**src/rtl/eeprom_emu_pkg.sv**
```systemverilog
// Shared types for the EEPROM emulator.
// Assumes: nothing beyond standard SystemVerilog.
package eeprom_emu_pkg;

    // Operation performed on the byte array in the current cycle.
    typedef enum logic [1:0] {
        ACT_IDLE     = 2'd0,
        ACT_LOAD_PTR = 2'd1,
        ACT_STORE    = 2'd2,
        ACT_FETCH    = 2'd3
    } action_e;

endpackage

```
**src/rtl/eeprom_emu_ctrl.sv**
```systemverilog
// Pointer and first-byte control: decodes bus events, received bytes and
// read requests into an array action, and keeps the address pointer.
// Assumes: at most one of the event, byte and read inputs is active per cycle.
module eeprom_emu_ctrl #(
    parameter int AW = 8,
    parameter int DW = 8
) (
    input  logic                          clk,
    input  logic                          rst_n,
    input  logic                          ev_wr_start,
    input  logic                          ev_rd_start,
    input  logic                          ev_stop,
    input  logic                          rx_valid,
    input  logic [DW-1:0]                 rx_data,
    input  logic                          rd_req,
    output eeprom_emu_pkg::action_e       action,
    output logic [AW-1:0]                 ptr,
    output logic                          arm
);
    import eeprom_emu_pkg::*;

    // Choose what the array does this cycle.
    always_comb begin
        if (rx_valid)
            action = arm ? ACT_LOAD_PTR : ACT_STORE;
        else if (rd_req)
            action = ACT_FETCH;
        else
            action = ACT_IDLE;
    end

    // First-byte flag: armed by a write start, cleared by the other events or its byte.
    always_ff @(posedge clk) begin
        if (!rst_n)
            arm <= 1'b0;
        else if (ev_wr_start)
            arm <= 1'b1;
        else if (ev_rd_start || ev_stop)
            arm <= 1'b0;
        else if (action == ACT_LOAD_PTR)
            arm <= 1'b0;
    end

    // Address pointer: loaded by the first byte, advanced (wrapping) by stores and reads.
    always_ff @(posedge clk) begin
        if (!rst_n)
            ptr <= '0;
        else begin
            case (action)
                ACT_LOAD_PTR: ptr <= rx_data[AW-1:0];
                ACT_STORE,
                ACT_FETCH:    ptr <= ptr + AW'(1);
                default:      ptr <= ptr;
            endcase
        end
    end

endmodule

```
**src/rtl/eeprom_emu_mem.sv**
```systemverilog
// Single-port synchronous byte array with a registered read.
// Assumes: contents are not reset; a read returns data one cycle after en.
module eeprom_emu_mem #(
    parameter int DW    = 8,
    parameter int DEPTH = 256,
    localparam int AW   = $clog2(DEPTH)
) (
    input  logic          clk,
    input  logic          rst_n,
    input  logic          wr_en,
    input  logic          rd_en,
    input  logic [AW-1:0] addr,
    input  logic [DW-1:0] wdata,
    output logic [DW-1:0] rdata,
    output logic          rvalid
);
    logic [DW-1:0] cells [DEPTH];

    // Array write and registered read.
    always_ff @(posedge clk) begin
        if (wr_en)
            cells[addr] <= wdata;
        if (rd_en)
            rdata <= cells[addr];
    end

    // Read-valid flag, one cycle after a read enable.
    always_ff @(posedge clk) begin
        if (!rst_n)
            rvalid <= 1'b0;
        else
            rvalid <= rd_en;
    end

endmodule

```
**src/rtl/eeprom_emu_watch.sv**
```systemverilog
// Address watch windows: stores window registrations with a range check and
// raises a one-cycle notification when a store lands in any enabled window.
// Assumes: DEPTH is a power of two and AW = log2(DEPTH).
module eeprom_emu_watch #(
    parameter int AW    = 8,
    parameter int DW    = 8,
    parameter int NREG  = 4,
    localparam int IW    = (NREG > 1) ? $clog2(NREG) : 1,
    localparam int DEPTH = 1 << AW
) (
    input  logic          clk,
    input  logic          rst_n,
    input  logic          cfg_we,
    input  logic [IW-1:0] cfg_idx,
    input  logic          cfg_enable,
    input  logic [AW-1:0] cfg_start,
    input  logic [AW:0]   cfg_size,
    output logic          cfg_reject,
    input  logic          store_en,
    input  logic [AW-1:0] store_addr,
    input  logic [DW-1:0] store_data,
    output logic          notify_valid,
    output logic [AW-1:0] notify_addr,
    output logic [DW-1:0] notify_data
);
    logic [AW+1:0] span;
    logic [AW-1:0] last_addr;
    logic          range_bad;
    logic          idx_bad;
    logic [NREG-1:0] hit;

    // Range arithmetic for a registration request.
    always_comb begin
        span      = (AW+2)'(cfg_start) + (AW+2)'(cfg_size);
        last_addr = AW'(span - (AW+2)'(1));
        range_bad = (cfg_size == '0) || (span > (AW+2)'(DEPTH));
        idx_bad   = ({1'b0, cfg_idx} >= (IW+1)'(NREG));
    end

    // Refusal pulse for a bad index or an out-of-range window.
    always_ff @(posedge clk) begin
        if (!rst_n)
            cfg_reject <= 1'b0;
        else
            cfg_reject <= cfg_we && (idx_bad || (cfg_enable && range_bad));
    end

    for (genvar g = 0; g < NREG; g++) begin : g_win
        logic          vld;
        logic [AW-1:0] lo;
        logic [AW-1:0] hi;

        // Window register: enable with accepted range, or disable.
        always_ff @(posedge clk) begin
            if (!rst_n) begin
                vld <= 1'b0;
                lo  <= '0;
                hi  <= '0;
            end else if (cfg_we && (cfg_idx == IW'(g))) begin
                if (!cfg_enable)
                    vld <= 1'b0;
                else if (!range_bad) begin
                    vld <= 1'b1;
                    lo  <= cfg_start;
                    hi  <= last_addr;
                end
            end
        end

        // Inclusive range compare for this window.
        assign hit[g] = vld && (store_addr >= lo) && (store_addr <= hi);
    end

    // Notification register: one pulse per store inside any enabled window.
    always_ff @(posedge clk) begin
        if (!rst_n) begin
            notify_valid <= 1'b0;
            notify_addr  <= '0;
            notify_data  <= '0;
        end else begin
            notify_valid <= store_en && (|hit);
            if (store_en && (|hit)) begin
                notify_addr <= store_addr;
                notify_data <= store_data;
            end
        end
    end

endmodule

```
**src/rtl/eeprom_slave_emu.sv**
```systemverilog
// I2C slave EEPROM emulator top: connects pointer control, byte array and
// watch windows.
// Assumes: one operation input active per cycle; DEPTH is a power of two.
module eeprom_slave_emu #(
    parameter int DEPTH = 256,
    parameter int DW    = 8,
    parameter int NREG  = 4,
    localparam int AW   = $clog2(DEPTH),
    localparam int IW   = (NREG > 1) ? $clog2(NREG) : 1
) (
    input  logic          clk,
    input  logic          rst_n,
    input  logic          ev_wr_start,
    input  logic          ev_rd_start,
    input  logic          ev_stop,
    input  logic          rx_valid,
    input  logic [DW-1:0] rx_data,
    input  logic          rd_req,
    output logic          rd_valid,
    output logic [DW-1:0] rd_data,
    input  logic          cfg_we,
    input  logic [IW-1:0] cfg_idx,
    input  logic          cfg_enable,
    input  logic [AW-1:0] cfg_start,
    input  logic [AW:0]   cfg_size,
    output logic          cfg_reject,
    output logic          notify_valid,
    output logic [AW-1:0] notify_addr,
    output logic [DW-1:0] notify_data
);
    import eeprom_emu_pkg::*;

    action_e       action;
    logic [AW-1:0] ptr;
    logic          arm;
    logic          store_en;
    logic          fetch_en;

    // Array strobes derived from the current action.
    assign store_en = (action == ACT_STORE);
    assign fetch_en = (action == ACT_FETCH);

    eeprom_emu_ctrl #(.AW(AW), .DW(DW)) u_ctrl (
        .clk         (clk),
        .rst_n       (rst_n),
        .ev_wr_start (ev_wr_start),
        .ev_rd_start (ev_rd_start),
        .ev_stop     (ev_stop),
        .rx_valid    (rx_valid),
        .rx_data     (rx_data),
        .rd_req      (rd_req),
        .action      (action),
        .ptr         (ptr),
        .arm         (arm)
    );

    eeprom_emu_mem #(.DW(DW), .DEPTH(DEPTH)) u_mem (
        .clk    (clk),
        .rst_n  (rst_n),
        .wr_en  (store_en),
        .rd_en  (fetch_en),
        .addr   (ptr),
        .wdata  (rx_data),
        .rdata  (rd_data),
        .rvalid (rd_valid)
    );

    eeprom_emu_watch #(.AW(AW), .DW(DW), .NREG(NREG)) u_watch (
        .clk          (clk),
        .rst_n        (rst_n),
        .cfg_we       (cfg_we),
        .cfg_idx      (cfg_idx),
        .cfg_enable   (cfg_enable),
        .cfg_start    (cfg_start),
        .cfg_size     (cfg_size),
        .cfg_reject   (cfg_reject),
        .store_en     (store_en),
        .store_addr   (ptr),
        .store_data   (rx_data),
        .notify_valid (notify_valid),
        .notify_addr  (notify_addr),
        .notify_data  (notify_data)
    );

endmodule

```
**config.mk**
```make
export PLATFORM = sky130hd
export DESIGN_NAME = eeprom_slave_emu
export DESIGN_NICKNAME = d
export VERILOG_FILES = /design/src/rtl/eeprom_emu_pkg.sv /design/src/rtl/eeprom_emu_ctrl.sv /design/src/rtl/eeprom_emu_mem.sv /design/src/rtl/eeprom_emu_watch.sv /design/src/rtl/eeprom_slave_emu.sv
export SDC_FILE = /design/constraint.sdc
export NUM_CORES = 2
export LEC_CHECK = 0
export BUFFER_PORTS_ARGS = -buffer_cell sky130_fd_sc_hd__buf_2
export CAP_MARGIN = 20
export CORE_MARGIN = 4
export CORE_UTILIZATION = 62
export DETAILED_ROUTE_END_ITERATION = 10
export PLACE_DENSITY = 0.78
export SYNTH_ARGS = -nofsm -noshare
export SYNTH_HDL_FRONTEND = slang
export SYNTH_SLANG_ARGS = --single-unit
export TNS_END_PERCENT = 5
```
**constraint.sdc**
```tcl
create_clock -name clk -period 5.9 [get_ports clk]
set_clock_uncertainty 0.05 [all_clocks]
set_input_delay 0.885 -clock clk [delete_from_list [all_inputs] [get_ports clk]]
set_output_delay 0.885 -clock clk [all_outputs]
set_load 0.005 [all_outputs]
```
==> out/metrics.yaml <==
layout:
  drive_gt1_share_pct: 20.5
  fillers: 8179
  regArea_um2: 63700
  multi_input_area_um2: 20300
  fin_nets: 4678
  area_growth_pct: 10.2
floorplan:
  dieHeight_um: 380
  rows: 136
  die_area_um2: 144000
  coreArea_um2: 137000
  io_pins: 63
  initial_core_util_pct: 62.4
  die_w_um: 380
setup_path:
  r2r_cells: 8
  crit_fanout: 36
  cp_top_family: "compound AO/OA/AOI/OAI gates"
  worstPathCellList: "buf_12 > buf_4 > mux4_2 > a22oi_1 > nand2_1 > a2111oi_0 > and3_1 > o311ai_1"
  r2r_setup_slack_ps: 1200
  slowest_stage: "a2111oi_0"
  critPathMaxStageDelay_ps: 1080
  crit_arrival_ps: 5210
  r2r_start: "u_ctrl.ptr[0]"
  cp_num_cells: 8
  setup.worst_path.end: "u_mem.rdata[1]"
  cp-end-kind: "flop"
  required_ps: 6410
  crit_start: "u_ctrl.ptr[0]"
  startpoint_type: "flop"
  crit_type: "reg -> reg"
  r2r-end: "u_mem.rdata[1]"
  critPathBufInv: 2
place:
  port_buffers: 62
  routabilityCongestion: 0.909
  dp_hpwl_mm: 139
yosys:
  ys_warn_count: 0
  netlist_instances: 4434
  synth_area_leaders: "edfxtp_1, mux4_2, mux2i_1"
  ys.flop_type: "edfxtp_1"
  ys_seq_elements: 2152
  syn_nets: 4549
  synth.largest_area_cell: "edfxtp_1"
  synthArstFlopShare_pct: 0
  yosysUniqueCellTypes: 77
  yosysTopAreaCellShare_pct: 72.1
  syn_avg_cell_area_um2: 19.3
  ys_seq_area_share_pct: 74.3
  synth_area_um2: 85600
  synth_edf_count: 2056
sta:
  timing.slew.headroom_pct: 16.1
  finalMaxSlewViolations: 0
  worst_pin_slew_ps: 1230
  layout_worst_path_cycle_share_pct: 79.7
  fmax_mhz: 213
  grt_setup_unrepaired: "no"
  hold_viol_final: 0
  min_period_ps: 4700
  fin_tns_setup_ps: 0
  setup_viol: 0
clock_network:
  cts-buffers-inserted: 204
  path_clk_slew_ps: 60
  cts_resized: 0
  clock_latency_ps: 830
  clk_path_buf_depth: 3
  clkSinkCount: 2152
  post_cts_buffers: 0
  cts_max_level: 4
  root_buffer: "clkbuf_16"
  cts_hold_buf: 0
  cts_tree: "done"
power_and_ir_drop:
  pwr-share-comb_pct: 7.3
  seqPwrFrac_pct: 53.0
  peakVddDrop_uv: 268
  power_w: 0.0318
  switching_power_w: 0.00714
  p_int_w: 0.0247
  p_leak_nw: 29.2
  p_per_area_nw_per_um2: 337
  clkPwrFrac_pct: 39.7
  power.share.switching_pct: 22.4
detailed_routing:
  vias_per_cell: 7.18
  antenna_left: 0
  drt-pass1-iter-count: 6
  vias: 46800
  route.detailed.drc: 0
  postRouteWirelength_mm: 233
  drt-initial-drc-count: 8038
  wl_per_cell_um: 35.7
global_route:
  grtUsageTotal_pct: 32.4
  grt_pass1_wl_mm: 335
  grt_pass1_vias: 45900
  antenna_found_initial: 19
  overflow: 0
  grt_max_degree: 173
job:
  maxCapViolCount: 0
status:
  status: "finished clean"
hold_path:
  hp-class: "in -> reg"
==> layout by cell type, fill, tap and decap left out, drive strengths merged, types with 10 or more instances in the layout <==
cell / instances
edfxtp: 2056
buf: 181
a32oi: 13
a21oi: 80
nor2b: 17
nand2: 191
mux2i: 204
nor3: 29
nand2b: 13
bufinv: 15
nand4: 30
nor2: 316
a22oi: 154
dfxtp: 96
mux4: 473
ha: 78
inv: 81
clkbuf: 263
diode: 10
and3: 29
o211ai: 38
nand3: 82
o21ai: 39
clkinv: 75
a31oi: 11
nor4: 17
==> power groups by stage <==
stage	combinational, W	clock, W	sequential [W]
floorplan	0.00141	0	0.0171
global placement	0.00223	0	0.0172
detailed placement	0.00227	0	0.0172
CTS	0.00229	0.0126	0.0169
global route	0.00243	0.0134	0.0169
finish	0.00234	0.0126	0.0169
==> cells in the mapped netlist (5+ instances only) <==
library cell  count
dfxtp_1          96
nand4_1          30
and2_1            7
buf_2            61
o21a_1            9
nand4bb_1         5
o22ai_1           5
a22o_1            5
buf_12            6
a211oi_1          6
nand2_1         191
nor3_1           29
a21oi_1          80
and3_1           29
a31oi_1          11
nor4_1           16
o211ai_1         38
a32oi_1          13
clkbuf_1        107
nor2_1          316
buf_4            34
a22oi_1         154
a2111oi_0         7
ha_1             78
nor2b_1          17
o32ai_1           5
nand3_1          82
nand2b_1         13
xor2_1            9
mux4_2          463
buf_1            35
buf_6            21
nand4b_1          5
o21ai_0          39
inv_1            70
nor3b_1           5
edfxtp_1       2056
mux4_1           10
o2111ai_1         8
mux2i_1         204
==> worst min path at each step <==
stage	end	startpoint	slack [ps]	cells after the start
detailed placement	u_watch.notify_addr[4]	u_watch.notify_addr[4]	400	2
finish	u_ctrl.arm	ev_wr_start	210	2
global route	u_ctrl.arm	ev_wr_start	200	2
CTS	u_ctrl.arm	ev_wr_start	170	2
floorplan	u_watch.g_win[0].hi[1]	u_watch.g_win[0].hi[1]	380	2
global placement	u_watch.notify_addr[7]	u_watch.notify_addr[7]	390	2
==> flip-flops by register name, summed over array words and instances (netlist names) <==
name / count
u_mem.cells: 2048
u_watch.g_win.hi: 32
u_watch.g_win.lo: 32
u_ctrl.ptr: 8
u_mem.rdata: 8
u_watch.notify_addr: 8
u_watch.notify_data: 8
u_watch.g_win.vld: 4
u_ctrl.arm: 1
u_mem.rvalid: 1
u_watch.cfg_reject: 1
u_watch.notify_valid: 1
==> per-layer routing <==
| layer | part of all wire (%) | GRT usage (%) | vias to the layer above |
|---|---|---|---|
| li1 | - | - | 18300 |
| met1 | 34 | 43.8 | 23800 |
| met2 | 45 | 47.1 | 3921 |
| met3 | 14 | 10.3 | 781 |
| met4 | 6.8 | 18.6 | 18 |
| met5 | 0.055 | 0 | - |
==> worst reg2reg max path: cells and delay by family (launching register included) <==
kind	cells	cell delay, ps
buffers and inverters	2	830
DFF	1	930
AOI/OAI and AO/OA	3	1410
and+or+nand+nor	2	630
muxes	1	600
==> cell type report <==
type | count | share of cell area, %
tap | 1794 | 2.38
inverter | 72 | 0.289
clock buffer | 255 | 5.68
sequential | 2152 | 67.5
antenna | 10 | 0.0265
timing repair buffer | 189 | 1.66
clock inverter | 104 | 0.994
multi-input combinational | 1944 | 21.5
==> logic make-up after synthesis <==
group	count (synthesis)	share of synthesized area, %
adder cells (fa/ha/maj)	79	1.16
XOR/XNOR	11	0.113
AND/OR/NAND/NOR	764	4.05
flip-flops	2152	74.3
AO/OA/AOI/OAI	409	3.37
multiplexers	681	14.9
buffers and inverters	338	2.04
==> through the flow <==
step                setup slack, ps  std cells  cell area [um2]  hold slack, ps  utilization, %
finish                         1200       6520            94400             214            68.7
global route                   1260       6510            94400             197            68.7
CTS                            1340       6507            94300             173            68.7
detailed placement             1470       6148            88000             398            64.1
global placement                433       6145            88000             392            64.1
floorplan                      2490       4434            85600             385               -
(Power assumes the default switching activity.)
